==> config.mk <==
export PLATFORM = sky130hd
export DESIGN_NAME = twostage_watchdog
export DESIGN_NICKNAME = d
export VERILOG_FILES = /design/src/rtl/wdt_pkg.sv /design/src/rtl/wdt_ticks.sv /design/src/rtl/wdt_interval.sv /design/src/rtl/wdt_ctrl.sv /design/src/rtl/wdt_pulse.sv /design/src/rtl/twostage_watchdog.sv
export SDC_FILE = /design/constraint.sdc
export NUM_CORES = 1
export LEC_CHECK = 0
export BUFFER_PORTS_ARGS = -buffer_cell sky130_fd_sc_hd__buf_2
export CORE_UTILIZATION = 53
export DETAILED_ROUTE_END_ITERATION = 10
export PLACE_DENSITY = 0.78
export SETUP_SLACK_MARGIN = 0.02
export SKIP_LAST_GASP = 1
export SYNTH_ARGS = -nofsm -noshare
export SYNTH_HDL_FRONTEND = slang
export SYNTH_SLANG_ARGS = --single-unit
==> constraint.sdc <==
create_clock -name clk -period 2.5 [get_ports clk]
set_input_delay 0.5 -clock clk [delete_from_list [all_inputs] [get_ports clk]]
set_output_delay 0.5 -clock clk [all_outputs]
set_load 0.02 [all_outputs]
==> src/rtl/wdt_pkg.sv <==
package wdt_pkg;

    localparam int DATA_W = 32;
    localparam int ADDR_W = 4;

    // Field positions in control word A (bit 0 is shared with control word B)
    localparam int BIT_RREC  = 3;
    localparam int BIT_WARN  = 2;
    localparam int BIT_ENA   = 1;
    localparam int BIT_ENB   = 0;

    typedef enum logic [1:0] {
        SEL_CTLA  = 2'd0,
        SEL_CTLB  = 2'd1,
        SEL_TICKS = 2'd2,
        SEL_NONE  = 2'd3
    } reg_sel_e;

    typedef struct packed {
        logic     valid;
        logic     write;
        reg_sel_e sel;
        logic [DATA_W-1:0] wdata;
    } bus_req_t;

    typedef struct packed {
        logic rrec;
        logic warn;
        logic ena;
        logic enb;
    } wdt_flags_t;

    function automatic reg_sel_e decode_sel(input logic [ADDR_W-1:0] addr);
        return reg_sel_e'(addr[3:2]);
    endfunction

    function automatic logic [DATA_W-1:0] ctla_word(input wdt_flags_t f);
        return {{(DATA_W-4){1'b0}}, f};
    endfunction

    function automatic logic [DATA_W-1:0] ctlb_word(input wdt_flags_t f);
        return {{(DATA_W-1){1'b0}}, f.enb};
    endfunction

endpackage

==> src/rtl/wdt_ticks.sv <==
module wdt_ticks #(
    parameter int W = 32
) (
    input  logic         clk,
    input  logic         rst,
    output logic [W-1:0] ticks
);
    always_ff @(posedge clk) begin
        if (rst) ticks <= '0;
        else     ticks <= ticks + 1'b1;
    end
endmodule

==> src/rtl/wdt_interval.sv <==
module wdt_interval #(
    parameter int INTERVAL_LOG2 = 8
) (
    input  logic clk,
    input  logic rst,
    input  logic run,
    input  logic restart,
    output logic expire
);
    localparam logic [INTERVAL_LOG2-1:0] LAST = '1;

    logic [INTERVAL_LOG2-1:0] count;

    // A restart in the same cycle wins over the terminal count
    assign expire = run && !restart && (count == LAST);

    always_ff @(posedge clk) begin
        if (rst || !run || restart) count <= '0;
        else                        count <= count + 1'b1;
    end
endmodule

==> src/rtl/wdt_ctrl.sv <==
module wdt_ctrl
    import wdt_pkg::*;
#(
    parameter bit ENABLE_ONCE = 1'b0
) (
    input  logic       clk,
    input  logic       rst,
    input  bus_req_t   req,
    input  logic       expire,
    output wdt_flags_t flags,
    output logic       running,
    output logic       restart,
    output logic       fire
);
    wdt_flags_t nxt;
    logic       wr_a, wr_b, locked;

    assign running = flags.ena && flags.enb;
    assign locked  = ENABLE_ONCE && running;
    assign wr_a    = req.valid && req.write && (req.sel == SEL_CTLA);
    assign wr_b    = req.valid && req.write && (req.sel == SEL_CTLB);
    assign restart = wr_a && (req.wdata[BIT_RREC] || req.wdata[BIT_WARN]);

    always_comb begin
        nxt  = flags;
        fire = 1'b0;
        if (expire) begin
            if (flags.warn) begin
                nxt.rrec = 1'b1;
                fire     = 1'b1;
            end else begin
                nxt.warn = 1'b1;
            end
        end
        if (wr_a) begin
            if (req.wdata[BIT_RREC]) nxt.rrec = 1'b0;
            if (req.wdata[BIT_WARN]) nxt.warn = 1'b0;
            if (req.wdata[BIT_ENA] || !locked) nxt.ena = req.wdata[BIT_ENA];
            if (req.wdata[BIT_ENB] || !locked) nxt.enb = req.wdata[BIT_ENB];
        end
        if (wr_b) begin
            if (req.wdata[BIT_ENB] || !locked) nxt.enb = req.wdata[BIT_ENB];
        end
    end

    always_ff @(posedge clk) begin
        if (rst) flags <= '0;
        else     flags <= nxt;
    end
endmodule

==> src/rtl/wdt_pulse.sv <==
module wdt_pulse #(
    parameter int LEN = 16
) (
    input  logic clk,
    input  logic rst,
    input  logic fire,
    output logic pulse
);
    localparam int CW = $clog2(LEN + 1);
    localparam logic [CW-1:0] LOAD = CW'(LEN);

    logic [CW-1:0] remain;

    assign pulse = (remain != '0);

    always_ff @(posedge clk) begin
        if (rst)         remain <= '0;
        else if (fire)   remain <= LOAD;
        else if (pulse)  remain <= remain - 1'b1;
    end
endmodule

==> src/rtl/twostage_watchdog.sv <==
module twostage_watchdog
    import wdt_pkg::*;
#(
    parameter int INTERVAL_LOG2      = 8,
    parameter int RESET_PULSE_CYCLES = 16,
    parameter bit ENABLE_ONCE        = 1'b0
) (
    input  logic              clk,
    input  logic              rst,
    input  logic              bus_valid,
    input  logic              bus_write,
    input  logic [ADDR_W-1:0] bus_addr,
    input  logic [DATA_W-1:0] bus_wdata,
    output logic [DATA_W-1:0] bus_rdata,
    output logic              bus_rvalid,
    output logic              wdt_irq,
    output logic              wdt_reset
);
    bus_req_t          req;
    wdt_flags_t        flags;
    logic              running, restart, expire, fire;
    logic [DATA_W-1:0] tick_value;

    assign req.valid = bus_valid;
    assign req.write = bus_write;
    assign req.sel   = decode_sel(bus_addr);
    assign req.wdata = bus_wdata;

    wdt_ticks #(.W(DATA_W)) u_ticks (
        .clk(clk), .rst(rst), .ticks(tick_value)
    );

    wdt_interval #(.INTERVAL_LOG2(INTERVAL_LOG2)) u_interval (
        .clk(clk), .rst(rst), .run(running), .restart(restart), .expire(expire)
    );

    wdt_ctrl #(.ENABLE_ONCE(ENABLE_ONCE)) u_ctrl (
        .clk(clk), .rst(rst), .req(req), .expire(expire),
        .flags(flags), .running(running), .restart(restart), .fire(fire)
    );

    wdt_pulse #(.LEN(RESET_PULSE_CYCLES)) u_pulse (
        .clk(clk), .rst(rst), .fire(fire), .pulse(wdt_reset)
    );

    assign wdt_irq = flags.warn;

    always_ff @(posedge clk) begin
        if (rst) begin
            bus_rdata  <= '0;
            bus_rvalid <= 1'b0;
        end else begin
            bus_rvalid <= req.valid && !req.write;
            if (req.valid && !req.write) begin
                case (req.sel)
                    SEL_CTLA:  bus_rdata <= ctla_word(flags);
                    SEL_CTLB:  bus_rdata <= ctlb_word(flags);
                    SEL_TICKS: bus_rdata <= tick_value;
                    default:   bus_rdata <= '0;
                endcase
            end
        end
    end
endmodule

After elaboration in Yosys (flattened, before gate mapping) --
Index checks and enable logic that the tools add are counted.
Cells by class: $add $sub $neg 3, equality and inequality tests 3, muxes and demuxes 11, reductions and logical operators 19
Operator list (number):
- 32-bit case mux with 3 select lines | 1
- 32-bit by 1-bit adder with 32-bit output (second input constant) | 1
- 5-bit 2-to-1 mux | 2
- 8-bit by 1-bit adder with 8-bit output (second input constant) | 1
- 8-bit == test (second input constant) | 1
- 1-bit logical AND | 8
- 1-bit 2-to-1 mux | 6
- 5-bit nonzero test | 1
- 5-bit by 1-bit subtractor with 5-bit output (second input constant) | 1
- 4-bit 2-to-1 mux | 1
- 2-bit nonzero test | 2
- 1-bit logical NOT | 3
- 1-bit logical OR | 3
- 2-bit by 1-bit == test with 1-bit output (second input constant) | 1
- 2-bit == test (second input constant) | 1
- 2-bit logical NOT | 1
- 2-bit 2-to-1 mux | 1
- 2-bit OR reduction | 1
Storage, ports and cells: register bits 82, input bits 40, output and inout port bits 35, logic and storage cells 46

Longest topological paths before layout --
Gate-level depths: netlist (run 1).
depth after elaboration 10, depth in mapped cells 6, mapped depth without buffers 5

By module --
A second synthesis (run 1) with hierarchy kept.
Unflattened totals: cells, all modules 362, area total of the unflattened synthesis 3450.8 sq um
Modules (own cells, without submodules):
- wdt_ticks | times used 1, cells each 168, area each 1475.2 sq um, seq. area each 640.6 sq um
- twostage_watchdog | times used 1, cells each 114, area each 1223.7 sq um, seq. area each 660.6 sq um
- wdt_interval | times used 1, cells each 37, area each 336.6 sq um, seq. area each 160.2 sq um
- wdt_pulse | times used 1, cells each 24, area each 222.7 sq um, seq. area each 100.1 sq um
- wdt_ctrl | times used 1, cells each 19, area each 192.7 sq um, seq. area each 80.1 sq um

Worst setup path before layout (run 1) --
No wires, ideal clock.
kind flip-flop to flip-flop, from reg u_ticks.ticks[0], to reg u_ticks.ticks[22], arrival time 1.956 ns, required time 2.430 ns, setup slack 0.473 ns, cell stages (with the launch flop) 7, clock period less this slack 2.027 ns, cell sequence dfxtp_1 ha_1 nand4_4 or4_4 buf_6 or4_1 a21oi_1
On the way: cells in the longest elaborated chain, start to end 1
Ends and longest elaborated chain:
- start, declared | RTL line wdt_ticks.sv:6 | output logic [W-1:0] ticks
- start signal, assigned | RTL line wdt_ticks.sv:10 | else ticks <= ticks + 1'b1;
- 32-bit by 1-bit adder with 32-bit output | RTL line wdt_ticks.sv:10
No other way between the ends. A chain may end at the register's enable or synchronous reset.

Worst setup path after layout (run 1) --
from reg u_ticks.ticks[0], to reg u_ticks.ticks[30]
The elaborated chain is that of the path after synthesis.

==> metrics.cfg, run 1 <==
[timing]
setup_viol = 0
rsz0062_at_grt = no
worst_slack_ns = 0.3316
hold_violations = 0
setup_tns_ns = 0
worst_pin_slew_ns = 0.5386
fin_crit_ns = 2.168
hold_ws_ns = 0.3444
skew_ns = 0.008584
finalCritPeriodShare_pct = 86.74
max_freq_ghz = 0.4612
report.final.slew_viol_count = 0
slew_headroom_pct = 64.10

[floorplanning]
core_mm2 = 0.005991
ios = 75
chipWidth_um = 81.50
start_util_pct = 55.91
die_h_um = 81.50
dieArea_mm2 = 0.006641
num_rows = 28

[clocking]
clk_pin_slew_worst_paths_ns = 0.08
cts_hold_buf = 0
cts_tree = done
clock-sinks = 82
numCtsBuffers = 9
cts_buffer_depth = 2
cts.root.buffer_cell = clkbuf_8
post-cts-setup-buffers = 0
clock_latency_ns = 0.35
cts_resized = 0
htreeDepth = 3

[synth]
ys.flop_type = dfxtp_1
synth_area_leaders = dfxtp_1 (49%), nor2_1 (7.3%), a22oi_1 (6.9%), xor2_1 (2.9%), a21oi_1 (2.8%)
synth-edff-count = 0
syn_inst = 367
synth_top_cell_by_area = dfxtp_1
ys_warn_count = 0
synth.distinct_cells = 45
netlist_area_mm2 = 0.003349
ys_seq_area_share_pct = 49.01
ys_ff_latch = 82
synth.most_common_cell = dfxtp_1
async_flop_share_pct = 0
synth_nets = 410
avgSynthCellArea_um2 = 9.127
synth_top_area_share_pct = 49.01
synth_top_cells_by_count = dfxtp_1 (82), nor2_1 (65), a22oi_1 (31)

[grt]
overflow = 0
antenna_found_initial = 0
grt_max_degree = 30
gr-usage-met2_pct = 36.67
top_usage_layer = met2
met1_usage_pct = 26.77
grt_pass1_wl_mm = 10.97
grt_use_total_pct = 21.69
first_global_vias = 2436
met3_usage_pct = 3.667

[power]
power_leakage_nw = 1.470
ir_drop_mv = 0.5392
powerDensity_mw_per_mm2 = 703.3

[final_layout]
syn_to_final_growth_pct = 14.68
fin_nets = 451
nFillCells = 499
layout-drive-gt1-share_pct = 19.17
diodes = 0

[route]
vias_per_cell = 5.762
drc = 0
dr.pass1.iters = 4
drt_iter0_markers = 135
wl_mm = 6.876
ant_nets = 0
avgRoutedWirePerCell_um = 14.12
vias = 2806

[setup_path]
critPathKind = reg2reg
arrival_ns = 2.46
critPathMaxStageDelay_ns = 0.63
r2r-start = u_ticks.ticks[0]$_SDFF_PP0_
start_kind = flip-flop
reg2regPathDepth = 5
cp.required_ns = 2.79
cp_num_buf_inv = 0
crit_family = simple AND/OR/NAND/NOR gates
worst-path-stages = 5
cpMaxStageDelayCell = or4_4
critPathLaunch = u_ticks.ticks[0]$_SDFF_PP0_
crit_chain = ha_1, nand4_4, or4_4, or4_1, a21oi_1
cp-end-kind = flip-flop
critPathMaxFanout = 11

[status]
status = completed

[run]
cap_violations = 0

[worst_hold_path]
whs_path_depth = 2
hold_start = bus_wdata[2]
hp-class = in2reg

[placed_design]
place_congestion = 0.7815
hpwl_mm = 4.599
post-place-ws_ns = 0.3413
port_buffers = 44

==> registers in the layout (all words and copies together), names as in the netlist <==
name,cells
u_pulse.remain,5
u_ctrl.flags,4
u_interval.count,8
u_ticks.ticks,32
bus_rvalid,1
bus_rdata,32
==> kinds of logic (layout without fill, tap and decap cells) <==
kind of cell	count (synthesis)	in the layout	share of synthesized area, %
fa+ha+maj	3	3	1.121
mux	5	5	1.644
flops	82	82	49.01
compound gates	77	77	15.58
buf+inv	28	73	3.661
xor+xnor	20	20	5.230
simple gates	152	152	23.76
==> layer usage <==
| metal | share of wire (%) | up-vias |
|---|---|---|
| met3 | 3.2 | 12 |
| met2 | 48 | 57 |
| met4 | 1.7 | 0 |
| li1 | - | 1407 |
| met5 | 0 | - |
| met1 | 47 | 1330 |
==> path summary, 6_finish.rpt <==
check	end	slack, ns
worst max-delay path	u_ticks.ticks[30]$_SDFF_PP0_	0.33
worst min-delay path	u_ctrl.flags[2]$_SDFF_PP0_	0.34
worst max register to register	u_ticks.ticks[30]$_SDFF_PP0_	0.33
worst min register to register	u_pulse.remain[4]$_SDFFE_PP0P_	0.47
==> placed cells by master (no fill, tap or decap), drive strengths merged <==
cell / netlist / layout
or4: 12 / 12
inv: 8 / 9
nor2: 65 / 65
buf: 7 / 50
a211oi: 2 / 2
xnor2: 9 / 9
nor3: 3 / 3
nor3b: 1 / 1
nand3b: 3 / 3
mux2i: 1 / 1
o21a: 2 / 2
and2: 2 / 2
bufinv: 0 / 2
o311a: 1 / 1
and4: 4 / 4
ha: 3 / 3
dfxtp: 82 / 82
a221oi: 1 / 1
nand3: 11 / 11
clkbuf: 13 / 11
o21ai: 7 / 7
a21oi: 19 / 19
nor4: 4 / 4
a31oi: 1 / 1
nand2: 19 / 19
o31a: 2 / 2
and3: 5 / 5
mux2: 4 / 4
o31ai: 10 / 10
or3: 6 / 6
nor2b: 3 / 3
nand4: 12 / 12
a41o: 1 / 1
nand2b: 2 / 2
a22oi: 31 / 31
xor2: 11 / 11
clkinv: 0 / 1
==> power by group <==
part,switching [mW],total (mW),internal [mW]
Sequential,0.0301,1.37,1.34
Combinational,0.158,0.256,0.0980
Clock,0.460,1.07,0.613
Total,0.648,2.70,2.05
==> through the flow <==
step,instances,cell area [um2],power [mW],utilization [%]
after global placement,472,3616,1.648,60.36
after global routing,487,3841,2.813,64.12
after floorplan,367,3349,1.593,-
after detailed placement,472,3616,1.658,60.36
after CTS,487,3841,2.722,64.12
final,487,3841,2.701,64.12
==> cell type report <==
class                           count  area, um2  share of cell area [%]
Timing Repair Buffer               50      265.3                   6.906
Inverter                            8      30.03                  0.7818
Multi-Input combinational cell    257       1585                   41.27
Clock inverter                      4      73.82                   1.922
Clock buffer                       11      151.4                   3.941
Sequential cell                    82       1642                   42.74
Tap cell                           75      93.84                   2.443
Note: power is estimated with default switching activity, not from simulation.
==> run 2, diff against run 1 <==
- CORE_UTILIZATION: 53 -> 55
- CTS_BUF_LIST: unset -> sky130_fd_sc_hd__clkbuf_8
- PLACE_DENSITY: 0.78 -> 0.81
==> metrics.cfg, run 2 (synthesis results as in run 1) <==
[timing]
skew_ns = 0.006623  ; -0.001960 ns
worst_slack_ns = 0.3263  ; -0.005313 ns
worst_pin_slew_ns = 0.4296  ; -0.1089 ns
fin_crit_ns = 2.174  ; +0.005313 ns
setup_tns_ns = 0  ; unchanged
finalCritPeriodShare_pct = 86.95  ; +0.21 points
max_freq_ghz = 0.4600  ; -0.24%
hold_violations = 0  ; unchanged
slew_headroom_pct = 71.36  ; +7.3 points
setup_viol = 0  ; unchanged
rsz0062_at_grt = no
report.final.slew_viol_count = 0  ; unchanged

[setup_path]
critPathMaxFanout = 11  ; unchanged
arrival_ns = 2.45  ; about the same
ff2ff_setup_slack_ns = 0.33  ; about the same
crit_chain = ha_1, nand4_4, or4_4, or4_1, a21oi_1
crit_family = simple AND/OR/NAND/NOR gates
reg2regPathDepth = 5  ; unchanged
start_kind = flip-flop
r2r-end = u_ticks.ticks[30]$_SDFF_PP0_
critPathKind = reg2reg
cpMaxStageDelayCell = or4_4
r2r-start = u_ticks.ticks[0]$_SDFF_PP0_
cp_num_buf_inv = 0  ; unchanged
critPathMaxStageDelay_ns = 0.64  ; about the same
cp-end-kind = flip-flop
cp.required_ns = 2.78  ; about the same

[power]
power_leakage_nw = 1.454  ; -1.1%
comb_power_share_pct = 10.1  ; +0.6 points
pwr-share-clk_pct = 35.7  ; -4.0 points
seqPwrFrac_pct = 54.2  ; +3.4 points
switching_share_pct = 24.42  ; +0.43 points
powerDensity_mw_per_mm2 = 666.4  ; -5.2%
ir_drop_mv = 0.5348  ; -0.81%
switchingPower_uw = 618.2  ; -4.6%
intPower_mw = 1.913  ; -6.8%

[clocking]
post-cts-setup-buffers = 0  ; unchanged
htreeDepth = 3  ; unchanged
cts.root.buffer_cell = clkbuf_8
cts_tree = done
numCtsBuffers = 9  ; unchanged
cts_hold_buf = 0  ; unchanged
cts_resized = 0  ; unchanged
clk_pin_slew_worst_paths_ns = 0.08  ; about the same
clock-sinks = 82  ; unchanged
cts_buffer_depth = 2  ; unchanged
clock_latency_ns = 0.34  ; about the same

[floorplanning]
num_rows = 28  ; unchanged
start_util_pct = 56.91  ; +1.0 points
core_mm2 = 0.005886  ; -1.8%
ios = 75  ; unchanged
die_h_um = 80.04  ; -1.8%
chipWidth_um = 80.04  ; -1.8%
dieArea_mm2 = 0.006406  ; -3.5%

[placed_design]
hpwl_mm = 4.393  ; -4.5%
dpl.cell_count = 470  ; -0.42%
post-place-ws_ns = 0.3328  ; -0.008516 ns
port_buffers = 44  ; unchanged
place_congestion = 0.7634  ; -2.3%

[final_layout]
instances_no_fill = 485  ; -0.41%
final_cell_mix = dfxtp_1 (82), nor2_1 (65), buf_2 (44)
top_regs = bus_rdata: 32 flops, u_ticks.ticks: 32 flops, u_interval.count: 8 flops
regArea_mm2 = 0.001642  ; unchanged
nFillCells = 481  ; -3.6%
multi_input_area_mm2 = 0.001585  ; unchanged
diodes = 0  ; unchanged
layout-drive-gt1-share_pct = 18.29  ; -0.88 points
final_common_cell = dfxtp_1
syn_to_final_growth_pct = 13.41
fin_nets = 449  ; -0.44%

[route]
drc = 0  ; unchanged
dr.pass1.iters = 4  ; unchanged
vias_per_cell = 5.761  ; about the same
wl_met3_um = 248  ; +12%
ant_nets = 0  ; unchanged
wl_met1_mm = 3.059  ; -5.2%
highest_layer = met4
avgRoutedWirePerCell_um = 13.41  ; -5.0%
met2WireLength_mm = 3.078  ; -7.0%
wl_mm = 6.503  ; -5.4%
drt_iter0_markers = 150  ; +11%
vias = 2794  ; -0.43%

[worst_hold_path]
whs_path_depth = 2  ; unchanged
hp-class = in2reg
hold_end = u_ctrl.flags[2]$_SDFF_PP0_
hold_start = bus_wdata[2]

[grt]
grt_max_degree = 52  ; +73%
grt_pass1_wl_mm = 10.27  ; -6.4%
grt_use_total_pct = 20.81  ; -0.89 points
overflow = 0  ; unchanged
first_global_vias = 2304  ; -5.4%
antenna_found_initial = 0  ; unchanged

[run]
cap_violations = 0  ; unchanged

[status]
status = completed

## run 2: cell types whose count changed in the layout (fill, tap and decap cells not counted)
| cell | before | now |
|---|---|---|
| buf_12 | 0 | 1 |
| buf_4 | 6 | 3 |
| bufinv_16 | 2 | 1 |
| clkbuf_8 | 11 | 10 |
| clkinv_2 | 1 | 2 |
| inv_1 | 8 | 10 |
| inv_6 | 1 | 0 |
## run 2: stage by stage
step	cell area [um2]	util (%)	power [mW]	hold slack, ns
4_1_cts	3799	64.54	2.546	0.3343
3_5_place_dp	3613	61.39	1.655	0.4570
6_report	3799	64.54	2.532	0.3448
3_3_place_gp	3613	61.39	1.647	0.4423
5_1_grt	3799	64.54	2.653	0.3301
2_1_floorplan	3349	-	1.593	0.4258
## run 2: layer usage
metal	vias to the layer above	GRT usage [%]
met5	-	0
met4	0	11.07
met3	12	4.114
met2	67	32.91
met1	1310	26.64
li1	1405	-
## run 2: worst max path at each step
stage                                      from                      endpoint  slack, ns  cells after the start
floorplan           u_ticks.ticks[0]$_SDFF_PP0_  u_ticks.ticks[22]$_SDFF_PP0_       0.47                      6
global placement    u_ticks.ticks[0]$_SDFF_PP0_  u_ticks.ticks[30]$_SDFF_PP0_       0.36                      5
detailed placement  u_ticks.ticks[0]$_SDFF_PP0_  u_ticks.ticks[30]$_SDFF_PP0_       0.33                      5
CTS                 u_ticks.ticks[0]$_SDFF_PP0_  u_ticks.ticks[30]$_SDFF_PP0_       0.32                      5
global route        u_ticks.ticks[0]$_SDFF_PP0_  u_ticks.ticks[30]$_SDFF_PP0_       0.23                      5
finish              u_ticks.ticks[0]$_SDFF_PP0_  u_ticks.ticks[30]$_SDFF_PP0_       0.33                      5
## run 2: power by group through the flow
stage / logic (mW) / clock network (mW) / registers (mW)
2_1_floorplan: 0.195 / 0 / 1.40
6_report: 0.256 / 0.904 / 1.37
3_5_place_dp: 0.253 / 0 / 1.40
3_3_place_gp: 0.245 / 0 / 1.40
4_1_cts: 0.254 / 0.921 / 1.37
5_1_grt: 0.292 / 0.985 / 1.38
## run 2: final cells by class
type | instances | area share [%]
clock buffer | 10 | 3.623
clock inverter | 5 | 1.252
inverter | 8 | 0.7905
multi-input combinational | 257 | 41.73
sequential | 82 | 43.21
tap | 75 | 2.470
timing repair buffer | 48 | 6.917
## run 2: worst register-to-register path, cell delays in order, from the launching register on
cell and delay [ns]:
dfxtp_1 0.39, ha_1 0.27, nand4_4 0.19, or4_4 0.64, or4_1 0.49, a21oi_1 0.14
==> run 3, diff against run 2 <==
- CORE_UTILIZATION: 55 -> 53
- CTS_BUF_LIST: sky130_fd_sc_hd__clkbuf_8 -> sky130_fd_sc_hd__clkbuf_16
- PLACE_DENSITY: 0.81 -> 0.78
==> metrics.cfg, run 3 (synthesis results as in run 1) <==
[clocking]
cts_resized = 0  ; unchanged
clock-sinks = 82  ; unchanged
cts_tree = done
cts_buffer_depth = 2  ; unchanged
clk_pin_slew_worst_paths_ns = 0.06  ; -0.02 ns
clock_latency_ns = 0.33  ; about the same
numCtsBuffers = 9  ; unchanged
cts.root.buffer_cell = clkbuf_16
htreeDepth = 3  ; unchanged
cts_hold_buf = 0  ; unchanged
post-cts-setup-buffers = 0  ; unchanged

[timing]
skew_ns = 0.005668  ; -0.0009555 ns
setup_viol = 0  ; unchanged
hold_ws_ns = 0.3733  ; +0.02851 ns
slew_headroom_pct = 64.64  ; -6.7 points
worst_slack_ns = 0.3384  ; +0.01218 ns
max_freq_ghz = 0.4626  ; +0.56%
finalCritPeriodShare_pct = 86.46  ; -0.49 points
rsz0062_at_grt = no
hold_violations = 0  ; unchanged
setup_tns_ns = 0  ; unchanged
worst_pin_slew_ns = 0.5303  ; +0.1007 ns
report.final.slew_viol_count = 0  ; unchanged
fin_crit_ns = 2.162  ; -0.01218 ns

[setup_path]
start_kind = flip-flop
cp_num_buf_inv = 0  ; unchanged
cpMaxStageDelayCell = or4_4
cp-end-kind = flip-flop
crit_chain = ha_1, nand4_4, or4_4, or4_1, a21oi_1
cp.required_ns = 2.77  ; about the same
crit_family = simple AND/OR/NAND/NOR gates
critPathKind = reg2reg
critPathMaxFanout = 11  ; unchanged
arrival_ns = 2.43  ; -0.02 ns
critPathMaxStageDelay_ns = 0.63  ; about the same

[placed_design]
place_area_mm2 = 0.003616  ; about the same
hpwl_mm = 4.599  ; +4.7%
port_buffers = 44  ; unchanged
post-place-ws_ns = 0.3413  ; +0.008516 ns
place_congestion = 0.7815  ; +2.4%
dpl.cell_count = 472  ; +0.43%

[floorplanning]
core_mm2 = 0.005991  ; +1.8%
dieArea_mm2 = 0.006641  ; +3.7%
chipWidth_um = 81.50  ; +1.8%
start_util_pct = 55.91  ; -1.0 points
num_rows = 28  ; unchanged
ios = 75  ; unchanged
die_h_um = 81.50  ; +1.8%

[power]
ir_drop_mv = 0.6085  ; +14%
power_leakage_nw = 1.505  ; +3.5%
power_mw = 3.000  ; +18%
powerDensity_mw_per_mm2 = 764.7  ; +15%

[run]
cap_violations = 0  ; unchanged

[route]
drc = 0  ; unchanged
vias = 2809  ; +0.54%
vias_per_cell = 5.768  ; +0.12%
wl_mm = 6.916  ; +6.4%
drt_iter0_markers = 173  ; +15%
ant_nets = 0  ; unchanged
dr.pass1.iters = 4  ; unchanged
avgRoutedWirePerCell_um = 14.20  ; +5.9%

[final_layout]
top_regs = bus_rdata: 32 flops, u_ticks.ticks: 32 flops, u_interval.count: 8 flops
fin_util_pct = 65.48  ; +0.94 points
stdcell_area_mm2 = 0.003923  ; +3.3%
fin_nets = 451  ; +0.45%
syn_to_final_growth_pct = 17.11
final_common_cell = dfxtp_1
nFillCells = 481  ; unchanged
final_cell_mix = dfxtp_1 (82), nor2_1 (65), buf_2 (44)
diodes = 0  ; unchanged
instances_no_fill = 487  ; +0.41%
layout-drive-gt1-share_pct = 18.69  ; +0.40 points

[grt]
grt_pass1_wl_mm = 11.13  ; +8.4%
first_global_vias = 2432  ; +5.6%
grt_use_total_pct = 22.06  ; +1.3 points
antenna_found_initial = 0  ; unchanged
grt_max_degree = 30  ; -42%
overflow = 0  ; unchanged

[status]
status = completed

[worst_hold_path]
hp-class = in2reg

## run 3: changes by cell type in the layout (fill, tap and decap cells not counted), moves of 2 or more
| cell | delta |
|---|---|
| clkinv_1 | +2 |
| buf_4 | +3 |
| clkbuf_16 | +9 |
| inv_1 | -2 |
| clkbuf_8 | -10 |
## run 3: report_power, final
group	total, mW	internal, mW	switching [mW]
sequential	1.37	1.34	0.0296
combinational	0.255	0.0980	0.157
clock	1.37	0.863	0.508
## run 3: layout make-up
cell class / instances / area (um2) / area share (%)
tap: 75 / 93.84 / 2.392
inverter: 8 / 30.03 / 0.7656
timing repair buffer: 50 / 265.3 / 6.762
clock inverter: 6 / 81.33 / 2.073
sequential: 82 / 1642 / 41.85
clock buffer: 9 / 225.2 / 5.742
multi-input combinational: 257 / 1585 / 40.41
## run 3: final timing paths
kind	from	to	slack, ns	cells after the start
max	u_ticks.ticks[0]$_SDFF_PP0_	u_ticks.ticks[30]$_SDFF_PP0_	0.34	5
min	bus_wdata[2]	u_ctrl.flags[2]$_SDFF_PP0_	0.37	2
max reg2reg	u_ticks.ticks[0]$_SDFF_PP0_	u_ticks.ticks[30]$_SDFF_PP0_	0.34	5
min reg2reg	u_pulse.remain[4]$_SDFFE_PP0P_	u_pulse.remain[4]$_SDFFE_PP0P_	0.46	2
## run 3: worst reg2reg max path: stages, from the launching register on
cell and delay (ns):
dfxtp_1 0.39, ha_1 0.27, nand4_4 0.18, or4_4 0.63
or4_1 0.49, a21oi_1 0.14
## run 3: layer usage
metal | wire, um | vias to the layer above | track usage, %
met4 | 96 | 0 | 10.18
met5 | 0 | - | 0
met2 | 3300 | 57 | 36.17
li1 | - | 1411 | -
met1 | 3272 | 1331 | 28.04
met3 | 247 | 10 | 4.000
